File: src/rtl/motor_pwm_pkg.sv
package motor_pwm_pkg;
  // Strobes from the time-base control to the per-motor datapath
  typedef struct packed {
    logic tick;         // one-cycle pulse per PWM slot
    logic periodStart;  // tick on which a new period begins (phase goes to 0)
  } strobe_t;
endpackage

File: src/rtl/pwm_timebase.sv
module pwm_timebase
  import motor_pwm_pkg::*;
#(
  parameter int TAP_BIT      = 6,
  parameter int PERIOD_TICKS = 195,
  parameter int CNT_W        = 8
) (
  input  logic             clk,
  input  logic             rst,
  output strobe_t          strb,
  output logic [CNT_W-1:0] phaseNext
);
  localparam int PRESC_W = TAP_BIT + 1;
  localparam logic [CNT_W-1:0] LAST_SLOT = CNT_W'(PERIOD_TICKS - 1);

  logic [PRESC_W-1:0] prescCount;
  logic               tapPrev;
  logic [CNT_W-1:0]   phaseCount;
  logic               lastSlot;

  always_ff @(posedge clk) begin
    if (rst) begin
      prescCount <= '0;
      tapPrev    <= 1'b0;
    end else begin
      prescCount <= prescCount + 1'b1;
      tapPrev    <= prescCount[TAP_BIT];
    end
  end

  assign lastSlot         = (phaseCount == LAST_SLOT);
  assign strb.tick        = prescCount[TAP_BIT] & ~tapPrev;
  assign strb.periodStart = strb.tick & lastSlot;
  assign phaseNext        = lastSlot ? '0 : phaseCount + 1'b1;

  // Phase starts on the last slot, so the first tick opens a period
  always_ff @(posedge clk) begin
    if (rst)            phaseCount <= LAST_SLOT;
    else if (strb.tick) phaseCount <= phaseNext;
  end


  tick_single_chk: assert property (@(posedge clk) disable iff (rst)
    strb.tick |=> !strb.tick);

  phase_range_chk: assert property (@(posedge clk) disable iff (rst)
    phaseCount <= LAST_SLOT);

  phase_hold_chk: assert property (@(posedge clk) disable iff (rst)
    !strb.tick |=> $stable(phaseCount));
endmodule

File: src/rtl/motor_bridge.sv
module motor_bridge
  import motor_pwm_pkg::*;
#(
  parameter int DUTY_W = 8,
  parameter int CNT_W  = 8
) (
  input  logic              clk,
  input  logic              rst,
  input  logic              enable,
  input  strobe_t           strb,
  input  logic [CNT_W-1:0]  phaseNext,
  input  logic [DUTY_W-1:0] duty,
  input  logic              dir,
  output logic              fwdPin,
  output logic              revPin
);
  logic dirHeld;
  logic dirUse;
  logic pulseOn;

  assign dirUse  = strb.periodStart ? dir : dirHeld;
  assign pulseOn = int'(duty) > int'(phaseNext);

  always_ff @(posedge clk) begin
    if (rst) dirHeld <= 1'b0;
    else if (strb.periodStart) dirHeld <= dir;
  end

  always_ff @(posedge clk) begin
    if (rst || !enable) begin
      fwdPin <= 1'b0;
      revPin <= 1'b0;
    end else if (strb.tick) begin
      fwdPin <= pulseOn & ~dirUse;
      revPin <= pulseOn & dirUse;
    end
  end


  pins_exclusive_chk: assert property (@(posedge clk) disable iff (rst)
    !(fwdPin && revPin));

  dir_hold_chk: assert property (@(posedge clk) disable iff (rst)
    !strb.periodStart |=> $stable(dirHeld));

  enable_off_chk: assert property (@(posedge clk) disable iff (rst)
    !enable |=> (!fwdPin && !revPin));

  pin_slot_chk: assert property (@(posedge clk) disable iff (rst)
    (enable && !strb.tick) |=> ($stable(fwdPin) && $stable(revPin)));
endmodule

File: src/rtl/motor_pwm_drive.sv
module motor_pwm_drive
  import motor_pwm_pkg::*;
#(
  parameter int NUM_MOTORS   = 2,
  parameter int DUTY_W       = 8,
  parameter int TAP_BIT      = 6,
  parameter int PERIOD_TICKS = 195
) (
  input  logic                         clk,
  input  logic                         rst,
  input  logic                         enable,
  input  logic [NUM_MOTORS*DUTY_W-1:0] dutyIn,
  input  logic [NUM_MOTORS-1:0]        dirIn,
  output logic [NUM_MOTORS-1:0]        fwdPin,
  output logic [NUM_MOTORS-1:0]        revPin
);
  localparam int CNT_W = $clog2(PERIOD_TICKS);

  strobe_t          strb;
  logic [CNT_W-1:0] phaseNext;

  pwm_timebase #(
    .TAP_BIT(TAP_BIT), .PERIOD_TICKS(PERIOD_TICKS), .CNT_W(CNT_W)
  ) i_timebase (
    .clk(clk), .rst(rst), .strb(strb), .phaseNext(phaseNext)
  );

  for (genvar m = 0; m < NUM_MOTORS; m++) begin : g_motor
    motor_bridge #(.DUTY_W(DUTY_W), .CNT_W(CNT_W)) i_bridge (
      .clk(clk), .rst(rst), .enable(enable), .strb(strb),
      .phaseNext(phaseNext),
      .duty(dutyIn[m*DUTY_W +: DUTY_W]),
      .dir(dirIn[m]),
      .fwdPin(fwdPin[m]), .revPin(revPin[m])
    );
  end


  reset_low_chk: assert property (@(posedge clk)
    $past(rst) |-> (fwdPin == '0 && revPin == '0));
endmodule

File: config.mk
export PLATFORM = sky130hd
export DESIGN_NAME = motor_pwm_drive
export DESIGN_NICKNAME = d
export VERILOG_FILES = /design/src/rtl/motor_pwm_pkg.sv /design/src/rtl/pwm_timebase.sv /design/src/rtl/motor_bridge.sv /design/src/rtl/motor_pwm_drive.sv
export SDC_FILE = /design/constraint.sdc
export NUM_CORES = 1
export LEC_CHECK = 0
export ABC_AREA = 1
export CAP_MARGIN = 20
export CORE_ASPECT_RATIO = 2
export CORE_MARGIN = 3
export CORE_UTILIZATION = 45
export CTS_CLUSTER_SIZE = 25
export DETAILED_ROUTE_END_ITERATION = 16
export PLACE_DENSITY = 0.69
export SLEW_MARGIN = 20
export SYNTH_ARGS = -nofsm -noshare
export SYNTH_HDL_FRONTEND = slang
export SYNTH_SLANG_ARGS = --single-unit
File: constraint.sdc
create_clock -name clk -period 2.5 [get_ports clk]
set_input_delay 0.375 -clock clk [delete_from_list [all_inputs] [get_ports clk]]
set_output_delay 0.375 -clock clk [all_outputs]
set_load 0.005 [all_outputs]
==> run_summary.xml, run 1 <==
<?xml version="1.0" encoding="UTF-8"?>
<metrics>
  <group name="die">
    <metric name="num_io_pins" unit="">25</metric>
    <metric name="floorplan.core_area" unit="sq um">3048</metric>
    <metric name="std_cell_rows" unit="">28</metric>
    <metric name="initial_utilization" unit="%">48.32</metric>
    <metric name="die_height" unit="um">86.90</metric>
    <metric name="die_width" unit="um">46.45</metric>
    <metric name="floorplan.die_area" unit="sq um">4037</metric>
  </group>
  <group name="routing">
    <metric name="total_vias_in_the_final_route" unit="">1365</metric>
    <metric name="antenna_violating_nets_post_route" unit="">0</metric>
    <metric name="violation_count_after_the_first_detailed_routing_iteration" unit="">43</metric>
    <metric name="post-route-drc-count" unit="">0</metric>
    <metric name="finalWirelength" unit="um">3418</metric>
    <metric name="routed_via_density" unit="">5.230</metric>
    <metric name="detail_route.first_pass.iterations" unit="">4</metric>
    <metric name="post_drt_wl_per_cell" unit="um">13.10</metric>
  </group>
  <group name="setup_path">
    <metric name="crit_path_max_incr_delay" unit="ns">0.39</metric>
    <metric name="crit_path_cell_trace" unit="">ha_1 &gt; nand3_1 &gt; nor2_1 &gt; nand2_1 &gt; a21oi_1 &gt; o21ai_1 &gt; buf_4 &gt; ha_1 &gt; nand2_1 &gt; nor2_1 &gt; nand4_1 &gt; nand3_1 &gt; a21oi_1</metric>
    <metric name="worstSetupEndpointType" unit="">flip-flop</metric>
    <metric name="worst-r2r-cell-count" unit="">13</metric>
    <metric name="data_required_time_at_the_worst_endpoint" unit="ns">2.63</metric>
    <metric name="critPathLaunch" unit="">i_timebase.phaseCount[0]</metric>
    <metric name="cpMaxStageDelayCell" unit="">sky130_fd_sc_hd__dfxtp_1</metric>
    <metric name="arrival_worst_endpoint" unit="ns">2.30</metric>
    <metric name="crit_path_launch_type" unit="">flip-flop</metric>
    <metric name="regToRegStartpoint" unit="">i_timebase.phaseCount[0]</metric>
    <metric name="worst_path_class_setup" unit="">flip-flop to flip-flop</metric>
    <metric name="path_max_fanout" unit="">4</metric>
  </group>
  <group name="synthesis">
    <metric name="synthDominantCellAreaShare" unit="%">29.91</metric>
    <metric name="synthCells" unit="">207</metric>
    <metric name="mappedNetlistNets" unit="">247</metric>
    <metric name="synthDistinctLibCells" unit="">26</metric>
    <metric name="post_synth.cell_area_avg" unit="sq um">7.114</metric>
    <metric name="netlist.top_cell.by_area" unit="">sky130_fd_sc_hd__dfxtp_1</metric>
    <metric name="yosysSeqAreaShare" unit="%">29.91</metric>
    <metric name="post_synth_main_area_contributors" unit="">sky130_fd_sc_hd__dfxtp_1, sky130_fd_sc_hd__ha_1, sky130_fd_sc_hd__nand2_1</metric>
    <metric name="syn_area" unit="sq um">1473</metric>
    <metric name="synth_warnings" unit="">0</metric>
    <metric name="postSynthRegisterBits" unit="">22</metric>
  </group>
  <group name="placement">
    <metric name="port_buffers" unit="">24</metric>
    <metric name="gp_congestion" unit="">0.8323</metric>
    <metric name="dpl.hpwl" unit="um">2811</metric>
  </group>
  <group name="clocking">
    <metric name="clock_sink_count" unit="">22</metric>
    <metric name="cts_hold_buffers" unit="">0</metric>
    <metric name="postCtsSetupBuffers" unit="">0</metric>
    <metric name="cts-root-buf" unit="">sky130_fd_sc_hd__clkbuf_8</metric>
    <metric name="cts_made_buffers" unit="">3</metric>
    <metric name="cts-root-to-sink-buffers" unit="">2</metric>
    <metric name="h-tree-depth" unit="">1</metric>
    <metric name="postCtsResizedCells" unit="">0</metric>
    <metric name="clkTransAtPathRegs" unit="ns">0.08</metric>
    <metric name="cts_tree" unit="">done</metric>
    <metric name="worstSkewPairLatency" unit="ns">0.26</metric>
  </group>
  <group name="timing">
    <metric name="final.period_utilization" unit="%">86.87</metric>
    <metric name="max-slew-margin-rel" unit="%">58.02</metric>
    <metric name="report.final.slew_viol_count" unit="">0</metric>
    <metric name="timing.setup.tns" unit="ns">0</metric>
    <metric name="finalHoldViolCount" unit="">0</metric>
    <metric name="worst_clock_skew" unit="ns">0.005281</metric>
    <metric name="finalSetupViolCount" unit="">0</metric>
    <metric name="finalCriticalPeriod" unit="ns">2.172</metric>
    <metric name="tightest_slew" unit="ns">0.6290</metric>
    <metric name="max_freq" unit="MHz">460.4</metric>
    <metric name="grt_setup_unrepaired" unit="">false</metric>
  </group>
  <group name="hold_path">
    <metric name="min-delay-start" unit="">i_timebase.prescCount[0]</metric>
    <metric name="number_of_cells_on_the_worst_hold_path" unit="">1</metric>
    <metric name="holdCritPathClass" unit="">flip-flop to flip-flop</metric>
  </group>
  <group name="final_layout">
    <metric name="multi_input_comb_area" unit="sq um">862.1</metric>
    <metric name="seq_area" unit="sq um">440.4</metric>
    <metric name="n_fill_cell" unit="">309</metric>
    <metric name="syn_to_final_growth" unit="%">22.09</metric>
    <metric name="drive_above_1_share" unit="%">7.359</metric>
    <metric name="layout_utilization" unit="%">58.99</metric>
    <metric name="nets" unit="">272</metric>
    <metric name="antenna_cells" unit="">0</metric>
  </group>
  <group name="global_routing">
    <metric name="gr-total-overflow" unit="">0</metric>
    <metric name="grt_first_pass_wirelength" unit="um">5747</metric>
    <metric name="first_global_vias" unit="">1360</metric>
    <metric name="gr-usage-all-layers" unit="%">19.81</metric>
    <metric name="initial_antenna_violation_count" unit="">0</metric>
    <metric name="largest_net_degree_at_the_start_of_global_routing" unit="">18</metric>
  </group>
  <group name="power">
    <metric name="power.density" unit="nW/um^2">427.6</metric>
    <metric name="irDropWorstVdd" unit="V">0.0003921</metric>
    <metric name="leakagePower" unit="nW">0.8425</metric>
  </group>
  <group name="run">
    <metric name="drv_cap" unit="">0</metric>
  </group>
  <group name="run_status">
    <metric name="status" unit="">complete, no violations</metric>
  </group>
</metrics>
[cell families (layout without fill, tap and decap cells)]
logic type / after synthesis / count (layout) / share of synthesized area (%)
flops: 22 / 22 / 29.91
buf+inv: 38 / 62 / 11.55
compound gates: 38 / 38 / 13.59
fa+ha+maj: 19 / 19 / 16.14
simple gates: 88 / 88 / 27.61
xor+xnor: 2 / 2 / 1.190
[power by group]
group	switching, mW	internal, mW
sequential	0.00238	0.354
combinational	0.0357	0.0483
clock	0.114	0.214
[cell usage in the layout, fill, tap and decap left out]
cell type / instances
sky130_fd_sc_hd__a211oi_1: 1
sky130_fd_sc_hd__a21o_1: 2
sky130_fd_sc_hd__a21oi_1: 20
sky130_fd_sc_hd__buf_4: 5
sky130_fd_sc_hd__bufinv_16: 1
sky130_fd_sc_hd__clkbuf_8: 3
sky130_fd_sc_hd__clkdlybuf4s50_1: 24
sky130_fd_sc_hd__dfxtp_1: 22
sky130_fd_sc_hd__ha_1: 19
sky130_fd_sc_hd__inv_1: 28
sky130_fd_sc_hd__inv_2: 1
sky130_fd_sc_hd__nand2_1: 39
sky130_fd_sc_hd__nand2_2: 1
sky130_fd_sc_hd__nand3_1: 15
sky130_fd_sc_hd__nand3_2: 1
sky130_fd_sc_hd__nand4_1: 6
sky130_fd_sc_hd__nor2_1: 19
sky130_fd_sc_hd__nor2_2: 2
sky130_fd_sc_hd__nor2_4: 1
sky130_fd_sc_hd__nor2_8: 1
sky130_fd_sc_hd__nor3_1: 2
sky130_fd_sc_hd__o21ai_0: 11
sky130_fd_sc_hd__o21ai_1: 3
sky130_fd_sc_hd__o21bai_1: 1
sky130_fd_sc_hd__or2_2: 1
sky130_fd_sc_hd__xor2_1: 2
[registers in the layout, summed over array words and instances (netlist names)]
name / count
g_motor.i_bridge.dirHeld: 2
g_motor.i_bridge.fwdPin: 2
g_motor.i_bridge.revPin: 2
i_timebase.phaseCount: 8
i_timebase.prescCount: 7
i_timebase.tapPrev: 1
[layout make-up]
type | count | area share [%]
multi-input cells | 147 | 47.95
flip-flops and latches | 22 | 24.50
repair buffers | 29 | 15.45
inverters | 29 | 6.054
clock buffers | 3 | 2.296
well taps | 30 | 2.088
clock inverters | 1 | 1.670
[layer usage]
metal / vias up / part of all wire, % / routed length (um) / track usage (%)
li1: 724 / - / - / -
met1: 614 / 36 / 1247 / 20.67
met2: 20 / 58 / 1991 / 35.80
met3: 7 / 2.8 / 97 / 2.692
met4: 0 / 2.4 / 82 / 9.845
met5: - / 0 / 0 / 0
[stage by stage]
step	instances	power [mW]	worst slack, ns	area (sq um)	hold slack (ns)
6_report	261	0.7689	0.3281	1798	0.4529
5_1_grt	261	0.8007	0.06807	1798	0.4647
4_1_cts	261	0.7796	0.3057	1798	0.4607
3_5_place_dp	257	0.4501	0.3262	1727	0.4447
3_3_place_gp	257	0.4496	0.3369	1727	0.4363
2_1_floorplan	207	0.4044	0.5941	1473	0.4176
[cell usage after synthesis]
cell	count
sky130_fd_sc_hd__nor2_4	1
sky130_fd_sc_hd__buf_2	1
sky130_fd_sc_hd__or2_2	1
sky130_fd_sc_hd__ha_1	19
sky130_fd_sc_hd__nor2_1	19
sky130_fd_sc_hd__o21ai_0	11
sky130_fd_sc_hd__nand3_2	1
sky130_fd_sc_hd__nand2_2	1
sky130_fd_sc_hd__nand2_1	39
sky130_fd_sc_hd__buf_4	5
sky130_fd_sc_hd__inv_1	28
sky130_fd_sc_hd__dfxtp_1	22
sky130_fd_sc_hd__a211oi_1	1
sky130_fd_sc_hd__nor2_2	2
sky130_fd_sc_hd__o21bai_1	1
sky130_fd_sc_hd__a21oi_1	20
sky130_fd_sc_hd__xor2_1	2
sky130_fd_sc_hd__nand3_1	15
sky130_fd_sc_hd__clkbuf_1	2
sky130_fd_sc_hd__inv_2	1
sky130_fd_sc_hd__nor3_1	2
sky130_fd_sc_hd__o21ai_1	3
sky130_fd_sc_hd__nor2_8	1
sky130_fd_sc_hd__a21o_1	2
sky130_fd_sc_hd__buf_6	1
sky130_fd_sc_hd__nand4_1	6
[path summary, 6_finish.rpt]
path                                end  slack (ns)
max reg2reg  g_motor[1].i_bridge.revPin        0.33
min reg2reg    i_timebase.prescCount[0]        0.45
min            i_timebase.prescCount[0]        0.45
max          g_motor[1].i_bridge.revPin        0.33
[worst max-delay path, delay by kind of cell (launching register included)]
kind,cells,cell delay [ns]
buffers and inverters,1,0.15
AO/OA/AOI/OAI,3,0.30
flip-flops,1,0.39
AND/OR/NAND/NOR,7,0.75
adder cells (fa/ha/maj),2,0.47
(Power assumes the default switching activity.)
==> run 2: changes to the inputs <==
Settings changed: CORE_MARGIN 3 to default, RECOVER_POWER from default to 25.
==> run_summary.xml, run 2 (synthesis results as in run 1) <==
<?xml version="1.0" encoding="UTF-8"?>
<metrics>
  <group name="setup_path">
    <metric name="arrival_worst_endpoint" unit="ns">2.43</metric>
    <metric name="crit_path_launch_type" unit="">flip-flop</metric>
    <metric name="regToRegStartpoint" unit="">i_timebase.phaseCount[0]</metric>
    <metric name="reg2reg_to" unit="">g_motor[1].i_bridge.revPin</metric>
    <metric name="data_required_time_at_the_worst_endpoint" unit="ns">2.66</metric>
    <metric name="setup.reg_to_reg.worst_slack" unit="ns">0.23</metric>
    <metric name="worstSetupEndpointType" unit="">flip-flop</metric>
    <metric name="path_max_fanout" unit="">4</metric>
    <metric name="worst-r2r-cell-count" unit="">13</metric>
    <metric name="worst_path_class_setup" unit="">flip-flop to flip-flop</metric>
  </group>
  <group name="die">
    <metric name="floorplan.core_area" unit="sq um">3157</metric>
    <metric name="num_io_pins" unit="">25</metric>
    <metric name="floorplan.die_area" unit="sq um">3519</metric>
    <metric name="initial_utilization" unit="%">46.65</metric>
    <metric name="die_height" unit="um">82.90</metric>
    <metric name="std_cell_rows" unit="">29</metric>
    <metric name="die_width" unit="um">42.45</metric>
  </group>
  <group name="routing">
    <metric name="post_drt_wl_per_cell" unit="um">12.66</metric>
    <metric name="routed_via_density" unit="">5.187</metric>
    <metric name="detail_route.first_pass.iterations" unit="">4</metric>
    <metric name="finalWirelength" unit="um">3318</metric>
    <metric name="antenna_violating_nets_post_route" unit="">0</metric>
    <metric name="post-route-drc-count" unit="">0</metric>
    <metric name="total_vias_in_the_final_route" unit="">1359</metric>
    <metric name="violation_count_after_the_first_detailed_routing_iteration" unit="">28</metric>
  </group>
  <group name="final_layout">
    <metric name="n_fill_cell" unit="">325</metric>
    <metric name="drive_above_1_share" unit="%">6.926</metric>
    <metric name="most_used_cells_in_the_layout_excluding_fill_and_tap_cells" unit="">sky130_fd_sc_hd__nand2_1, sky130_fd_sc_hd__inv_1, sky130_fd_sc_hd__clkdlybuf4s50_1, sky130_fd_sc_hd__dfxtp_1, sky130_fd_sc_hd__a21oi_1</metric>
    <metric name="top_register" unit="">i_timebase.phaseCount</metric>
    <metric name="nets" unit="">272</metric>
    <metric name="layout_top_registers" unit="">i_timebase.phaseCount (8), i_timebase.prescCount (7)</metric>
    <metric name="antenna_cells" unit="">0</metric>
    <metric name="max_ffs_per_register" unit="">8</metric>
    <metric name="commonest_non_fill_non_tap_cell_in_the_layout" unit="">sky130_fd_sc_hd__nand2_1</metric>
    <metric name="syn_to_final_growth" unit="%">21.92</metric>
  </group>
  <group name="clocking">
    <metric name="h-tree-depth" unit="">1</metric>
    <metric name="cts_tree" unit="">done</metric>
    <metric name="clkTransAtPathRegs" unit="ns">0.08</metric>
    <metric name="worstSkewPairLatency" unit="ns">0.27</metric>
    <metric name="postCtsSetupBuffers" unit="">0</metric>
    <metric name="cts-root-buf" unit="">sky130_fd_sc_hd__clkbuf_8</metric>
    <metric name="cts_hold_buffers" unit="">0</metric>
    <metric name="postCtsResizedCells" unit="">0</metric>
    <metric name="cts_made_buffers" unit="">3</metric>
    <metric name="cts-root-to-sink-buffers" unit="">2</metric>
    <metric name="clock_sink_count" unit="">22</metric>
  </group>
  <group name="hold_path">
    <metric name="min-delay-start" unit="">i_timebase.prescCount[0]</metric>
    <metric name="timing.hold.worst_endpoint" unit="">i_timebase.prescCount[0]</metric>
    <metric name="number_of_cells_on_the_worst_hold_path" unit="">1</metric>
    <metric name="holdCritPathClass" unit="">flip-flop to flip-flop</metric>
  </group>
  <group name="run">
    <metric name="drv_cap" unit="">0</metric>
  </group>
  <group name="power">
    <metric name="seq_pwr_share" unit="%">46.0</metric>
    <metric name="irDropWorstVdd" unit="V">0.0005233</metric>
    <metric name="leakagePower" unit="nW">0.8392</metric>
    <metric name="cellInternalPower" unit="mW">0.6157</metric>
    <metric name="power.combinational.fraction" unit="%">10.7</metric>
    <metric name="report.power.total" unit="mW">0.7760</metric>
    <metric name="clock_network_power_share" unit="%">43.3</metric>
    <metric name="total_net_switching_power" unit="mW">0.1603</metric>
    <metric name="swShare" unit="%">20.66</metric>
    <metric name="power.density" unit="nW/um^2">432.2</metric>
  </group>
  <group name="timing">
    <metric name="grt_setup_unrepaired" unit="">false</metric>
    <metric name="report.final.slew_viol_count" unit="">0</metric>
    <metric name="timing.setup.tns" unit="ns">0</metric>
    <metric name="finalSetupViolCount" unit="">0</metric>
    <metric name="max_freq" unit="MHz">440.2</metric>
    <metric name="setup_slack" unit="ns">0.2285</metric>
    <metric name="final.period_utilization" unit="%">90.86</metric>
    <metric name="finalHoldViolCount" unit="">0</metric>
    <metric name="worst_clock_skew" unit="ns">0.002953</metric>
    <metric name="finalCriticalPeriod" unit="ns">2.271</metric>
    <metric name="tightest_slew" unit="ns">0.3518</metric>
    <metric name="max-slew-margin-rel" unit="%">76.55</metric>
  </group>
  <group name="run_status">
    <metric name="status" unit="">complete, no violations</metric>
  </group>
  <group name="placement">
    <metric name="post-place-ws" unit="ns">0.2642</metric>
    <metric name="dpl.hpwl" unit="um">2715</metric>
    <metric name="port_buffers" unit="">24</metric>
    <metric name="gp_congestion" unit="">0.8848</metric>
  </group>
  <group name="global_routing">
    <metric name="gr-total-overflow" unit="">0</metric>
    <metric name="largest_net_degree_at_the_start_of_global_routing" unit="">24</metric>
    <metric name="gr-usage-all-layers" unit="%">20.63</metric>
    <metric name="initial_antenna_violation_count" unit="">0</metric>
    <metric name="grt_first_pass_wirelength" unit="um">5478</metric>
    <metric name="first_global_vias" unit="">1278</metric>
  </group>
</metrics>
-- run 2: cell count changes in the layout (fill, tap and decap cells not counted), sizes merged --
cell,delta
buf,-1
clkbuf,+1
clkdlybuf4s50,-1
dlygate4sd3,+1
-- run 2: worst max-delay path, stage by stage, from the launching register on --
cell and delay (ns):
sky130_fd_sc_hd__dfxtp_1 0.39, sky130_fd_sc_hd__ha_1 0.21, sky130_fd_sc_hd__nand3_1 0.12, sky130_fd_sc_hd__nor2_1 0.12, sky130_fd_sc_hd__nand2_1 0.07, sky130_fd_sc_hd__a21oi_1 0.14
sky130_fd_sc_hd__o21ai_1 0.10, sky130_fd_sc_hd__buf_4 0.15, sky130_fd_sc_hd__ha_1 0.26, sky130_fd_sc_hd__nand2_1 0.06, sky130_fd_sc_hd__nor2_1 0.19, sky130_fd_sc_hd__nand4_1 0.16
sky130_fd_sc_hd__nand3_1 0.13, sky130_fd_sc_hd__a21oi_1 0.06
-- run 2: how the worst max path moves through the flow --
stage	from	to	slack [ns]
5_1_grt	i_timebase.phaseCount[0]	g_motor[1].i_bridge.revPin	0.05
4_1_cts	i_timebase.phaseCount[0]	g_motor[1].i_bridge.revPin	0.26
2_1_floorplan	i_timebase.phaseCount[0]	g_motor[1].i_bridge.fwdPin	0.59
3_3_place_gp	i_timebase.phaseCount[0]	g_motor[1].i_bridge.revPin	0.33
6_report	i_timebase.phaseCount[0]	g_motor[1].i_bridge.revPin	0.23
3_5_place_dp	i_timebase.phaseCount[0]	g_motor[1].i_bridge.revPin	0.26
-- run 2: per-stage QoR --
| step | util, % | instances | hold slack, ns | cell area (sq um) |
|---|---|---|---|---|
| detailed placement | 54.74 | 258 | 0.4450 | 1728 |
| finish | 56.88 | 262 | 0.4637 | 1795 |
| CTS | 57.00 | 262 | 0.4638 | 1799 |
| global placement | 54.74 | 258 | 0.4359 | 1728 |
| floorplan | - | 207 | 0.4176 | 1473 |
| global route | 56.88 | 262 | 0.4815 | 1795 |
-- run 2: power by group through the flow --
| stage | Combinational (mW) | Clock (mW) | Sequential, mW |
|---|---|---|---|
| 2_1_floorplan | 0.0400 | 0 | 0.364 |
| 3_3_place_gp | 0.0847 | 0 | 0.365 |
| 3_5_place_dp | 0.0852 | 0 | 0.365 |
| 4_1_cts | 0.0858 | 0.344 | 0.357 |
| 5_1_grt | 0.0949 | 0.356 | 0.357 |
| 6_report | 0.0833 | 0.336 | 0.357 |
-- run 2: per-layer routing --
| metal | wire (um) | vias to the layer above | GRT usage, % |
|---|---|---|---|
| met4 | 174 | 0 | 13.35 |
| met1 | 1203 | 600 | 19.86 |
| met3 | 80 | 13 | 2.174 |
| met2 | 1860 | 24 | 38.60 |
| li1 | - | 722 | - |
| met5 | 0 | - | 0 |
-- run 2: area by class of cell --
| class | instances | area [sq um] | share of cell area, % |
|---|---|---|---|
| Multi-Input combinational cell | 147 | 862.1 | 48.01 |
| Tap cell | 31 | 38.79 | 2.160 |
| Inverter | 29 | 108.9 | 6.063 |
| Sequential cell | 22 | 440.4 | 24.53 |
| Timing Repair Buffer | 29 | 274.0 | 15.26 |
| Clock inverter | 1 | 30.03 | 1.672 |
| Clock buffer | 3 | 41.29 | 2.300 |
==> run 3: changes to the inputs <==
Settings changed: PLACE_DENSITY 0.69 to 0.74.
==> run_summary.xml, run 3 (synthesis results as in run 1) <==
<?xml version="1.0" encoding="UTF-8"?>
<metrics>
  <group name="clocking">
    <metric name="postCtsSetupBuffers" unit="">0</metric>
    <metric name="worstSkewPairLatency" unit="ns">0.26</metric>
    <metric name="postCtsResizedCells" unit="">0</metric>
    <metric name="cts-root-to-sink-buffers" unit="">2</metric>
    <metric name="cts_tree" unit="">done</metric>
    <metric name="cts-root-buf" unit="">sky130_fd_sc_hd__clkbuf_8</metric>
    <metric name="h-tree-depth" unit="">1</metric>
    <metric name="cts_hold_buffers" unit="">0</metric>
    <metric name="clock_sink_count" unit="">22</metric>
    <metric name="clkTransAtPathRegs" unit="ns">0.07</metric>
    <metric name="cts_made_buffers" unit="">3</metric>
  </group>
  <group name="setup_path">
    <metric name="critPathMostFrequentCell" unit="">sky130_fd_sc_hd__nand2_1</metric>
    <metric name="arrival_worst_endpoint" unit="ns">2.34</metric>
    <metric name="critPathTopFamily" unit="">simple AND/OR/NAND/NOR gates</metric>
    <metric name="worstSetupEndpointType" unit="">flip-flop</metric>
    <metric name="path_max_fanout" unit="">9</metric>
    <metric name="crit_path_launch_type" unit="">flip-flop</metric>
    <metric name="crit_path_cell_trace" unit="">inv_1 &gt; ha_1 &gt; nand3_2 &gt; nor2_8 &gt; or2_2 &gt; ha_1 &gt; nand2_1 &gt; nand2_1 &gt; nand2_1 &gt; nand2_1 &gt; nand2_1 &gt; nand2_1 &gt; nand3_1 &gt; a21oi_1</metric>
    <metric name="worst_path_class_setup" unit="">flip-flop to flip-flop</metric>
    <metric name="data_required_time_at_the_worst_endpoint" unit="ns">2.70</metric>
    <metric name="critical_path.n_buffers_inverters" unit="">1</metric>
    <metric name="cpMaxStageDelayCell" unit="">sky130_fd_sc_hd__dfxtp_1</metric>
    <metric name="crit_path_max_incr_delay" unit="ns">0.38</metric>
  </group>
  <group name="final_layout">
    <metric name="top_register" unit="">i_timebase.phaseCount</metric>
    <metric name="finish.instance_area" unit="sq um">1744</metric>
    <metric name="nets" unit="">269</metric>
    <metric name="layout_top_registers" unit="">i_timebase.phaseCount (8), i_timebase.prescCount (7)</metric>
    <metric name="syn_to_final_growth" unit="%">18.44</metric>
    <metric name="most_used_cells_in_the_layout_excluding_fill_and_tap_cells" unit="">sky130_fd_sc_hd__nand2_1, sky130_fd_sc_hd__inv_1, sky130_fd_sc_hd__clkdlybuf4s50_1, sky130_fd_sc_hd__dfxtp_1</metric>
    <metric name="max_ffs_per_register" unit="">8</metric>
    <metric name="n_fill_cell" unit="">312</metric>
    <metric name="seq_area" unit="sq um">440.4</metric>
    <metric name="drive_above_1_share" unit="%">5.286</metric>
    <metric name="antenna_cells" unit="">0</metric>
    <metric name="commonest_non_fill_non_tap_cell_in_the_layout" unit="">sky130_fd_sc_hd__nand2_1</metric>
    <metric name="multi_input_comb_area" unit="sq um">859.6</metric>
  </group>
  <group name="routing">
    <metric name="antenna_violating_nets_post_route" unit="">0</metric>
    <metric name="post_drt_wl_per_cell" unit="um">11.90</metric>
    <metric name="total_vias_in_the_final_route" unit="">1341</metric>
    <metric name="post-route-drc-count" unit="">0</metric>
    <metric name="finalWirelength" unit="um">3071</metric>
    <metric name="detail_route.first_pass.iterations" unit="">4</metric>
    <metric name="violation_count_after_the_first_detailed_routing_iteration" unit="">32</metric>
    <metric name="routed_via_density" unit="">5.198</metric>
  </group>
  <group name="timing">
    <metric name="final.period_utilization" unit="%">85.83</metric>
    <metric name="tightest_slew" unit="ns">0.5588</metric>
    <metric name="finalHoldViolCount" unit="">0</metric>
    <metric name="worst_clock_skew" unit="ns">0.001483</metric>
    <metric name="finalSetupViolCount" unit="">0</metric>
    <metric name="max-slew-margin-rel" unit="%">62.61</metric>
    <metric name="setup_slack" unit="ns">0.3544</metric>
    <metric name="grt_setup_unrepaired" unit="">false</metric>
    <metric name="finalCriticalPeriod" unit="ns">2.146</metric>
    <metric name="timing.setup.tns" unit="ns">0</metric>
    <metric name="max_freq" unit="MHz">466.1</metric>
    <metric name="report.final.slew_viol_count" unit="">0</metric>
  </group>
  <group name="die">
    <metric name="floorplan.core_area" unit="sq um">3157</metric>
    <metric name="floorplan.die_area" unit="sq um">3519</metric>
    <metric name="die_width" unit="um">42.45</metric>
    <metric name="std_cell_rows" unit="">29</metric>
    <metric name="die_height" unit="um">82.90</metric>
    <metric name="num_io_pins" unit="">25</metric>
    <metric name="initial_utilization" unit="%">46.65</metric>
  </group>
  <group name="placement">
    <metric name="dpl.hpwl" unit="um">2520</metric>
    <metric name="gp_congestion" unit="">0.8252</metric>
    <metric name="post_dp_cell_area" unit="sq um">1705</metric>
    <metric name="post-place-ws" unit="ns">0.3685</metric>
    <metric name="port_buffers" unit="">24</metric>
  </group>
  <group name="run_status">
    <metric name="status" unit="">complete, no violations</metric>
  </group>
  <group name="hold_path">
    <metric name="holdCritPathClass" unit="">flip-flop to flip-flop</metric>
  </group>
  <group name="global_routing">
    <metric name="initial_antenna_violation_count" unit="">0</metric>
    <metric name="first_global_vias" unit="">1338</metric>
    <metric name="gr-usage-all-layers" unit="%">19.73</metric>
    <metric name="largest_net_degree_at_the_start_of_global_routing" unit="">15</metric>
    <metric name="globalRouteMet2Util" unit="%">35.94</metric>
    <metric name="gr-total-overflow" unit="">0</metric>
    <metric name="met3_routing_resource_usage_after_global_routing" unit="%">2.174</metric>
    <metric name="busiest_layer" unit="">met2</metric>
    <metric name="grt_first_pass_wirelength" unit="um">5471</metric>
    <metric name="grt.met1_usage" unit="%">20.84</metric>
  </group>
  <group name="power">
    <metric name="report.power.total" unit="mW">0.6569</metric>
    <metric name="power.density" unit="nW/um^2">376.6</metric>
    <metric name="irDropWorstVdd" unit="V">0.0003474</metric>
    <metric name="leakagePower" unit="nW">0.8161</metric>
  </group>
  <group name="run">
    <metric name="drv_cap" unit="">0</metric>
  </group>
</metrics>
## run 3: changes by cell type in the layout (fill, tap and decap cells not counted), sizes merged
cell | before | now
bufinv | 1 | 0
buf | 4 | 2
clkbuf | 4 | 3
## run 3: final timing paths
check,start,endpoint,slack (ns),cells past startpoint
setup / recovery,i_timebase.phaseCount[0],g_motor[0].i_bridge.fwdPin,0.35,14
hold / removal,i_timebase.prescCount[0],i_timebase.prescCount[0],0.45,1
setup reg to reg,i_timebase.phaseCount[0],g_motor[0].i_bridge.fwdPin,0.35,14
hold reg to reg,i_timebase.prescCount[0],i_timebase.prescCount[0],0.45,1
## run 3: power breakdown
| part | internal [mW] | switching, mW |
|---|---|---|
| registers | 0.354 | 0.00246 |
| clock network | 0.108 | 0.110 |
| logic | 0.0472 | 0.0354 |
| total | 0.509 | 0.148 |
## run 3: metrics by stage
step,util [%],cells,hold slack (ns)
6_report,55.25,258,0.4485
5_1_grt,55.25,258,0.4781
4_1_cts,55.33,258,0.4598
3_5_place_dp,54.02,255,0.4440
3_3_place_gp,54.02,255,0.4341
2_1_floorplan,-,207,0.4176
## run 3: area by class of cell
cell class	count	share of cell area, %
Clock buffer	3	2.367
Inverter	29	6.241
Multi-Input combinational cell	147	49.28
Sequential cell	22	25.25
Tap cell	31	2.224
Timing Repair Buffer	26	14.63
## run 3: per-layer routing
metal	share of wire, %	up-vias
met5	0	-
met4	3.8	0
met3	1.7	11
met2	55	16
met1	40	597
li1	-	717
## run 3: worst register-to-register path: stages (launching register included)
cell and delay (ns):
sky130_fd_sc_hd__dfxtp_1 0.38, sky130_fd_sc_hd__inv_1 0.08, sky130_fd_sc_hd__ha_1 0.23, sky130_fd_sc_hd__nand3_2 0.13
sky130_fd_sc_hd__nor2_8 0.07, sky130_fd_sc_hd__or2_2 0.32, sky130_fd_sc_hd__ha_1 0.31, sky130_fd_sc_hd__nand2_1 0.06
sky130_fd_sc_hd__nand2_1 0.05, sky130_fd_sc_hd__nand2_1 0.04, sky130_fd_sc_hd__nand2_1 0.05, sky130_fd_sc_hd__nand2_1 0.04
sky130_fd_sc_hd__nand2_1 0.11, sky130_fd_sc_hd__nand3_1 0.09, sky130_fd_sc_hd__a21oi_1 0.13
